$ cat src/rtl/widthconv_pkg.sv
package widthconv_pkg;

  typedef struct packed {
    logic empty;
    logic full;
    logic aempty;
    logic afull;
  } wcf_flags_t;

  function automatic int wcf_min(input int a, input int b);
    return (a < b) ? a : b;
  endfunction

endpackage

$ cat src/rtl/wcf_store.sv
module wcf_store #(
  parameter int GW   = 8,
  parameter int WR_G = 4,
  parameter int RD_G = 1,
  parameter int NGR  = 32,
  parameter int PW   = 5
) (
  input  logic               clk,
  input  logic               rst_n,
  input  logic               wr_acc,
  input  logic [WR_G*GW-1:0] wr_data,
  input  logic               rd_acc,
  output logic [RD_G*GW-1:0] rd_data,
  output logic [PW-1:0]      wr_ptr_o,
  output logic [PW-1:0]      rd_ptr_o
);

  logic [GW-1:0] mem_q [NGR];
  logic [PW-1:0] wr_ptr_q, rd_ptr_q;
  logic [PW-1:0] rd_idx [RD_G];

  // Circular granule index: base plus offset, folded once into range.
  function automatic logic [PW-1:0] wrap(input logic [PW-1:0] base, input int off);
    int s;
    s = int'(base) + off;
    if (s >= NGR) s = s - NGR;
    return PW'(s);
  endfunction

  always_ff @(posedge clk or negedge rst_n) begin
    if (!rst_n) begin
      wr_ptr_q <= '0;
      rd_ptr_q <= '0;
    end else begin
      if (wr_acc) wr_ptr_q <= wrap(wr_ptr_q, WR_G);
      if (rd_acc) rd_ptr_q <= wrap(rd_ptr_q, RD_G);
    end
  end

  // Granule k of a write word lands k slots after the write pointer.
  always_ff @(posedge clk) begin
    if (wr_acc) begin
      for (int k = 0; k < WR_G; k++) begin
        mem_q[wrap(wr_ptr_q, k)] <= wr_data[k*GW +: GW];
      end
    end
  end

  always_comb begin
    for (int k = 0; k < RD_G; k++) begin
      rd_idx[k] = wrap(rd_ptr_q, k);
    end
  end

  for (genvar g = 0; g < RD_G; g++) begin : g_rd
    assign rd_data[g*GW +: GW] = mem_q[rd_idx[g]];
  end

  assign wr_ptr_o = wr_ptr_q;
  assign rd_ptr_o = rd_ptr_q;

endmodule

$ cat src/rtl/wcf_level.sv
module wcf_level
  import widthconv_pkg::*;
#(
  parameter int WR_G  = 4,
  parameter int RD_G  = 1,
  parameter int NGR   = 32,
  parameter int DEPTH = 8,
  parameter int THR_W = 4,
  parameter int CW    = 6
) (
  input  logic             clk,
  input  logic             rst_n,
  input  logic             wr_acc,
  input  logic             rd_acc,
  input  logic [THR_W-1:0] ae_level,
  input  logic [THR_W-1:0] af_level,
  output logic [CW-1:0]    fill_o,
  output wcf_flags_t       flags_o
);

  localparam int XW = CW + THR_W + 8;

  logic [CW-1:0] fill_q, fill_nx;
  logic [XW-1:0] fill_x, ae_lim, af_lim;
  wcf_flags_t    flags_nx, flags_q;

  always_comb begin
    fill_nx = fill_q;
    if (wr_acc) fill_nx = fill_nx + CW'(WR_G);
    if (rd_acc) fill_nx = fill_nx - CW'(RD_G);
  end

  // Limits are in granules, so the comparisons are exact in bits.
  always_comb begin
    fill_x = XW'(fill_nx);
    ae_lim = XW'(RD_G) * XW'(ae_level);
    if (XW'(af_level) >= XW'(DEPTH)) af_lim = '0;
    else af_lim = XW'(WR_G) * (XW'(DEPTH) - XW'(af_level));
    flags_nx.empty  = fill_nx < CW'(RD_G);
    flags_nx.full   = (fill_x + XW'(WR_G)) > XW'(NGR);
    flags_nx.aempty = fill_x <= ae_lim;
    flags_nx.afull  = fill_x >= af_lim;
  end

  always_ff @(posedge clk or negedge rst_n) begin
    if (!rst_n) begin
      fill_q  <= '0;
      flags_q <= '{empty: 1'b1, full: 1'b0, aempty: 1'b1, afull: 1'b0};
    end else begin
      fill_q  <= fill_nx;
      flags_q <= flags_nx;
    end
  end

  assign fill_o  = fill_q;
  assign flags_o = flags_q;


  no_full_empty_chk: assert property (@(posedge clk) disable iff (!rst_n)
    !(flags_q.full && flags_q.empty));


  empty_tracks_fill_chk: assert property (@(posedge clk) disable iff (!rst_n)
    flags_q.empty == (fill_q < CW'(RD_G)));


  full_tracks_fill_chk: assert property (@(posedge clk) disable iff (!rst_n)
    flags_q.full == ((XW'(fill_q) + XW'(WR_G)) > XW'(NGR)));


  held_when_full_chk: assert property (@(posedge clk) disable iff (!rst_n)
    (flags_q.full && !rd_acc) |=> (fill_q == $past(fill_q)));


  held_when_empty_chk: assert property (@(posedge clk) disable iff (!rst_n)
    (flags_q.empty && !wr_acc) |=> (fill_q == $past(fill_q)));

endmodule

$ cat src/rtl/wcf_events.sv
module wcf_events (
  input  logic clk,
  input  logic rst_n,
  input  logic in_valid,
  input  logic out_ready,
  input  logic full,
  input  logic empty,
  output logic ovf_o,
  output logic unf_o
);

  logic ovf_q, unf_q;

  always_ff @(posedge clk or negedge rst_n) begin
    if (!rst_n) begin
      ovf_q <= 1'b0;
      unf_q <= 1'b0;
    end else begin
      ovf_q <= in_valid && full;
      unf_q <= out_ready && empty;
    end
  end

  assign ovf_o = ovf_q;
  assign unf_o = unf_q;


  unf_needs_empty_chk: assert property (@(posedge clk) disable iff (!rst_n)
    (!empty) |=> !unf_q);

endmodule

$ cat src/rtl/widthconv_fifo.sv
module widthconv_fifo
  import widthconv_pkg::*;
#(
  parameter int IN_W  = 32,
  parameter int OUT_W = 8,
  parameter int DEPTH = 8,
  parameter int THR_W = 4
) (
  input  logic             clk,
  input  logic             rst_n,
  input  logic             in_valid,
  output logic             in_ready,
  input  logic [IN_W-1:0]  in_data,
  output logic             out_valid,
  input  logic             out_ready,
  output logic [OUT_W-1:0] out_data,
  input  logic [THR_W-1:0] ae_level,
  input  logic [THR_W-1:0] af_level,
  output logic             empty,
  output logic             full,
  output logic             almost_empty,
  output logic             almost_full,
  output logic             overflow,
  output logic             underflow
);

  localparam int GW   = wcf_min(IN_W, OUT_W);
  localparam int WR_G = IN_W / GW;
  localparam int RD_G = OUT_W / GW;
  localparam int NGR  = (IN_W * DEPTH) / GW;
  localparam int PW   = (NGR > 1) ? $clog2(NGR) : 1;
  localparam int CW   = $clog2(NGR + 1);

  wcf_flags_t    flags;
  logic [CW-1:0] fill;
  logic [PW-1:0] wr_ptr, rd_ptr;
  logic          wr_acc, rd_acc;

  assign wr_acc = in_valid && !flags.full;
  assign rd_acc = out_ready && !flags.empty;

  wcf_store #(
    .GW(GW), .WR_G(WR_G), .RD_G(RD_G), .NGR(NGR), .PW(PW)
  ) u_store (
    .clk(clk), .rst_n(rst_n),
    .wr_acc(wr_acc), .wr_data(in_data),
    .rd_acc(rd_acc), .rd_data(out_data),
    .wr_ptr_o(wr_ptr), .rd_ptr_o(rd_ptr)
  );

  wcf_level #(
    .WR_G(WR_G), .RD_G(RD_G), .NGR(NGR), .DEPTH(DEPTH), .THR_W(THR_W), .CW(CW)
  ) u_level (
    .clk(clk), .rst_n(rst_n),
    .wr_acc(wr_acc), .rd_acc(rd_acc),
    .ae_level(ae_level), .af_level(af_level),
    .fill_o(fill), .flags_o(flags)
  );

  wcf_events u_events (
    .clk(clk), .rst_n(rst_n),
    .in_valid(in_valid), .out_ready(out_ready),
    .full(flags.full), .empty(flags.empty),
    .ovf_o(overflow), .unf_o(underflow)
  );

  assign in_ready     = !flags.full;
  assign out_valid    = !flags.empty;
  assign empty        = flags.empty;
  assign full         = flags.full;
  assign almost_empty = flags.aempty;
  assign almost_full  = flags.afull;


  ptr_fill_chk: assert property (@(posedge clk) disable iff (!rst_n)
    ((int'(wr_ptr) - int'(rd_ptr) + NGR) % NGR) == (int'(fill) % NGR));

endmodule

$ cat config.mk
export PLATFORM = sky130hd
export DESIGN_NAME = widthconv_fifo
export DESIGN_NICKNAME = d
export VERILOG_FILES = /design/src/rtl/widthconv_pkg.sv /design/src/rtl/wcf_store.sv /design/src/rtl/wcf_level.sv /design/src/rtl/wcf_events.sv /design/src/rtl/widthconv_fifo.sv
export SDC_FILE = /design/constraint.sdc
export NUM_CORES = 1
export LEC_CHECK = 0
export BUFFER_PORTS_ARGS = -buffer_cell sky130_fd_sc_hd__buf_2
export CAP_MARGIN = 0
export CORE_MARGIN = 3
export CORE_UTILIZATION = 40
export CTS_BUF_LIST = sky130_fd_sc_hd__clkbuf_4
export CTS_CLUSTER_DIAMETER = 60
export DETAILED_ROUTE_END_ITERATION = 16
export GPL_ROUTABILITY_DRIVEN = 0
export PLACE_DENSITY = 0.67
export SETUP_SLACK_MARGIN = 0.02
export SYNTH_ARGS = -nofsm -noshare
export SYNTH_HDL_FRONTEND = slang
export SYNTH_SLANG_ARGS = --single-unit
$ cat constraint.sdc
create_clock -name clk -period 4.1 [get_ports clk]
set_input_delay 0.41 -clock clk [delete_from_list [all_inputs] [get_ports clk]]
set_output_delay 0.41 -clock clk [all_outputs]
set_load 0.05 [all_outputs]
* Word level (Yosys, flattened, before mapping)
Memories as Yosys holds them, arrays and structs flattened. Cells that the tools add are included.
Word-level totals: register bits 22, RAM bits 256, input bits 44, memories kept 1
Operators by class: add/sub/neg operators 16, $lt $le $gt $ge 12, mux-type cells 16, reduce and logical (&&, ||, !) cells 6
Memory list:
- u_store.mem_q | words 32, bits a word 8, read ports 1, clocked after memory_dff 0, write ports 4, line wcf_store.sv:18 | logic [GW-1:0] mem_q [NGR];
Operator list (number):
- $mux W5 | 11
- $sub A5 B1 Y5 const B | 7
- $ge A6 B6 Y1 const B | 5
- $ge A6 B18 Y1 | 1
- $gt A18 B6 Y1 const B | 1
- $mux W18 | 1
- $add A5 B1 Y6 const B | 2
- $add A5 B2 Y6 const B | 2
- $ge A5 B6 Y1 const B | 2
- $mux W6 | 2
- $add A6 B3 Y7 const B | 1
- $add A5 B3 Y6 const B | 1
- $add A6 B3 Y6 const B | 1
- $le A6 B4 Y1 | 1
- $lt A6 B1 Y1 const B | 1
- $sub A6 B1 Y6 const B | 1
- $sub A4 B4 Y5 const A | 1
- $ge A4 B4 Y1 const B | 1
- $logic_and A1 B1 Y1 | 4
- $logic_not A1 Y1 | 2
- $mux W1 | 2

* Logic depth before layout (Yosys ltp)
depth in word-level cells 7, depth in mapped cells 10

* Modules after synthesis
Synthesis repeated with hierarchy kept, for this count alone.
Second synthesis, totals: cell total of the unflattened synthesis 555, area, all modules 10996.8 um^2
By module, submodules not included:
- wcf_store | instances 1, cells each 467, area each 10132.2 um^2, seq. area each 7887.6 um^2
- wcf_level | instances 1, cells each 80, area each 782.0 um^2, seq. area each 252.7 um^2
- wcf_events | instances 1, cells each 4, area each 62.6 um^2, seq. area each 50.0 um^2
- widthconv_fifo | instances 1, cells each 4, area each 20.0 um^2, seq. area each 0.0 um^2

* Least setup slack after synthesis
Ideal clock, no wire load.
kind register to register, start point register u_level.flags_q (netlist bit u_level.flags_o[2]), end point memory u_store.mem_q[0][0], enable pin, arrival time 4.042 ns, data required time 3.599 ns, setup slack -0.444 ns, cell stages (with the launch flop) 4, buffers on the path 1, clock period less this slack 4.544 ns, cell sequence dfrtp_1 > nand2b_1 > buf_2 > nor4_1
RTL lines:
- from (decl) | line wcf_level.sv:25 | wcf_flags_t flags_nx, flags_q;
- from (signal assigned) | line wcf_level.sv:48 | flags_q <= '{empty: 1'b1, full: 1'b0, aempty: 1'b1, afull: 1'b0};
- from (signal assigned) | line wcf_level.sv:51 | flags_q <= flags_nx;
- to (decl) | line wcf_store.sv:18

* Worst setup path after layout
start point register u_store.rd_ptr_q[2] (netlist: u_store.rd_ptr_o[2]), end point output out_data[7]
On the way: word-level cells in the longest chain between the ends 3
Ends and longest elaborated chain:
- from (decl) | line wcf_store.sv:19 | logic [PW-1:0] wr_ptr_q, rd_ptr_q;
- from (signal assigned) | line wcf_store.sv:36 | if (rd_acc) rd_ptr_q <= wrap(rd_ptr_q, RD_G);
- $sub A5 B1 Y5 / $ge A5 B6 Y1 (equally long branches) | line wcf_store.sv:26 | if (s >= NGR) s = s - NGR;
- $mux W5 * | line wcf_store.sv:26
- $mem_v2 Z32 W8 *
- to (decl) | line widthconv_fifo.sv:16 | output logic [OUT_W-1:0] out_data,
Every way passes the cells marked *; elsewhere a longest branch is shown, timed or not.

==> out/metrics.yaml <==
via_per_inst: 5.20
critPathBufInv: 1
status: "completed"
fp.dieW_um: 173
placed_area_um2: 11900
numPortBuffers: 59
clockRootBuffer: "clkbuf_4"
r2r_slack_ps: 1420
cts_resized: 0
final_nets: 791
ys_ff_latch: 276
vias: 5990
syn_inst: 602
drive_gt1_share_pct: 29.0
clock_path_buffers: 3
min_period_ps: 3790
syn-cell-area_um2: 11100
avgRoutedWirePerCell_um: 19.3
synth_enable_flop_cells: 256
ir_worst_vdd_uv: 300
boundaryPins: 60
ant_nets: 0
die_h_um: 173
clock.fmax_ghz: 0.264
grt_usage_pct: 15.0
crit_path_cell_trace: "and2_1 > a22o_1 > nor3_1 > a31oi_1 > o221ai_1 > buf_2"
p_leak_nw: 4.63
slowest_delay_ps: 960
rsz0062_at_grt: "false"
synth-warning-count: 0
worst_slew_pin_slew_ps: 1100
drc: 0
fp.coreArea_um2: 27200
grt_pass1_vias: 6530
critPathSlowestCell: "dfrtp_1"
end_kind: "output pin"
setup_tns_ps: 0
synthFlopType: "edfxtp_1"
power.density_nw_per_um2: 706
drt_iter0_drc: 548
grt_pass1_wl_mm: 35.1
required_ps: 3690
worstHoldPathType: "primary input to flip-flop"
drv_cap: 0
critPathKind: "flip-flop to output pin"
hold_violations: 0
yosysSeqAreaShare_pct: 73.6
firstDrtPassIters: 5
syn2layout_area_growth_pct: 16.5
synth_nets: 659
finalClockSkew_ps: 31.9
cts_tree: "yes"
dieArea_um2: 29900
fin_crit_sh_pct: 92.5
clkLatencyLatePin_ps: 660
grt-ovfl-total: 0
finalSetupViolCount: 0
final_area_um2: 13000
worstPathArrival_ps: 3380
clock-sinks: 276
rows: 60
antenna_found_initial: 1
initial_core_util_pct: 41.0
slew_violations: 0
cpLargestDelayFamily: "flip-flops"
wirelength_mm: 22.2
slew-limit-headroom_pct: 26.6
dp_hpwl_mm: 13.3
path_max_fanout: 17
async_flop_share_pct: 7.25
synth_cell_types: 47
grt_start_max_net_pins: 49
clk_pin_slew_worst_paths_ps: 60
crit_path_start_kind: "flip-flop"
cts-hold-fix-buffers: 19
synth.avg_cell_area_um2: 18.5
postCtsSetupBuffers: 0
cts_made_buffers: 67
htreeDepth: 3
[registers in the layout, indices dropped and copies added (netlist names)]
signal	count
u_store.rd_ptr_o	5
u_events.unf_o	1
u_events.ovf_o	1
u_store.mem_q	256
u_level.flags_o	4
u_level.fill_o	6
u_store.wr_ptr_o	3
[report_power, final]
| group | total [mW] | switching (mW) | internal, mW |
|---|---|---|---|
| Clock | 2.25 | 1.02 | 1.24 |
| Combinational | 3.09 | 1.88 | 1.22 |
| Sequential | 3.81 | 0.299 | 3.51 |
[path summary, 6_finish.rpt]
| kind | start | end | cells past startpoint |
|---|---|---|---|
| max in group asynchronous | rst_n | u_store.rd_ptr_o[1]$_DFFE_PN0P_ | 2 |
| hold / removal | in_data[0] | u_store.mem_q[20][0]$_DFFE_PP_ | 1 |
| setup / recovery | u_store.rd_ptr_o[2]$_DFFE_PN0P_ | out_data[7] | 6 |
| min in group asynchronous | rst_n | u_store.rd_ptr_o[3]$_DFFE_PN0P_ | 2 |
| hold reg to reg | u_store.rd_ptr_o[4]$_DFFE_PN0P_ | u_store.rd_ptr_o[4]$_DFFE_PN0P_ | 1 |
| setup reg to reg | u_level.fill_o[2]$_DFF_PN0_ | u_level.flags_o[0]$_DFF_PN0_ | 9 |
[routing by layer]
metal	share of wire [%]	routed length [um]	track usage, %
met1	41	9020	18.5
met2	50	11100	25.0
met3	6.2	1370	3.56
met4	2.9	650	7.57
met5	0	0	0
[cells by family (layout without fill, tap and decap cells)]
group / after synthesis / after routing / synth area share [%]
DFF: 276 / 276 / 73.6
muxes: 114 / 114 / 13.9
and+or+nand+nor: 73 / 73 / 3.60
AOI/OAI and AO/OA: 70 / 70 / 4.60
buffers and inverters: 43 / 220 / 1.81
adders and majority gates: 13 / 13 / 1.46
xor gates and xnor gates: 13 / 13 / 1.09
other: 0 / 1 / 0
[stage by stage]
stage | hold WS (ps) | worst slack [ps] | power (mW) | cells | util [%]
finish | 62.8 | 306 | 9.16 | 1152 | 47.7
global route | 5.45 | 145 | 9.70 | 1152 | 47.7
CTS | 0.135 | 273 | 9.28 | 1151 | 47.7
detailed placement | 397 | 1030 | 6.98 | 1018 | 43.9
global placement | 388 | 1090 | 6.88 | 1018 | 43.9
floorplan | 114 | 401 | 6.16 | 602 | -
[layout by cell type (no fill, tap or decap), types with 4 or more instances in the layout]
cell type,instances
a21oi_1,13
a22o_1,16
mux4_2,32
nor2b_1,5
nor3_2,5
dfrtp_1,16
edfxtp_1,256
inv_2,4
o221ai_1,9
nor2_1,6
buf_4,14
mux2i_1,81
nand2_1,18
a31oi_1,9
ha_1,13
clkinv_1,12
nor3_1,10
clkbuf_4,93
inv_1,13
xnor2_1,9
nand2b_1,6
buf_2,59
a22oi_1,11
dlygate4sd3_1,19
[cell type report]
| cell class | instances | area [um^2] |
|---|---|---|
| timing repair buffer | 93 | 611 |
| clock buffer | 93 | 698 |
| tap | 372 | 465 |
| multi-input combinational | 283 | 2790 |
| inverter | 13 | 48.8 |
| clock inverter | 21 | 160 |
| fill | 2328 | 14200 |
| sequential | 276 | 8200 |
| antenna | 1 | 2.50 |
[synthesized netlist by cell type (2+ instances only)]
library cell / number / area [um^2]
a21o_1: 2 / 15.0
a21oi_1: 13 / 65.1
a22o_1: 16 / 140
a22oi_1: 11 / 82.6
a31oi_1: 9 / 56.3
and2_1: 3 / 18.8
buf_2: 19 / 95.1
buf_4: 4 / 30.0
clkbuf_1: 5 / 18.8
dfrtp_1: 18 / 450
dfstp_2: 2 / 52.6
edfxtp_1: 256 / 7690
ha_1: 13 / 163
inv_1: 13 / 48.8
mux2i_1: 81 / 811
mux4_2: 32 / 721
nand2_1: 18 / 67.6
nand2b_1: 6 / 37.5
nand3_1: 2 / 10.0
nand3b_1: 3 / 22.5
nand4_1: 3 / 18.8
nor2_1: 9 / 33.8
nor2b_1: 5 / 31.3
nor3_1: 14 / 70.1
nor4_1: 2 / 12.5
o211ai_1: 2 / 15.0
o21a_1: 2 / 15.0
o21ai_0: 2 / 10.0
o221ai_1: 9 / 78.8
xnor2_1: 9 / 78.8
xor2_1: 3 / 26.3
[worst reg2reg max path: cells and delay by family (launching register included)]
kind                     cells  cell delay, ps
adder cells (fa/ha/maj)      2             680
AO/OA/AOI/OAI                4             650
flip-flops                   1             460
AND/OR/NAND/NOR              3             740
(Power assumes the default switching activity.)
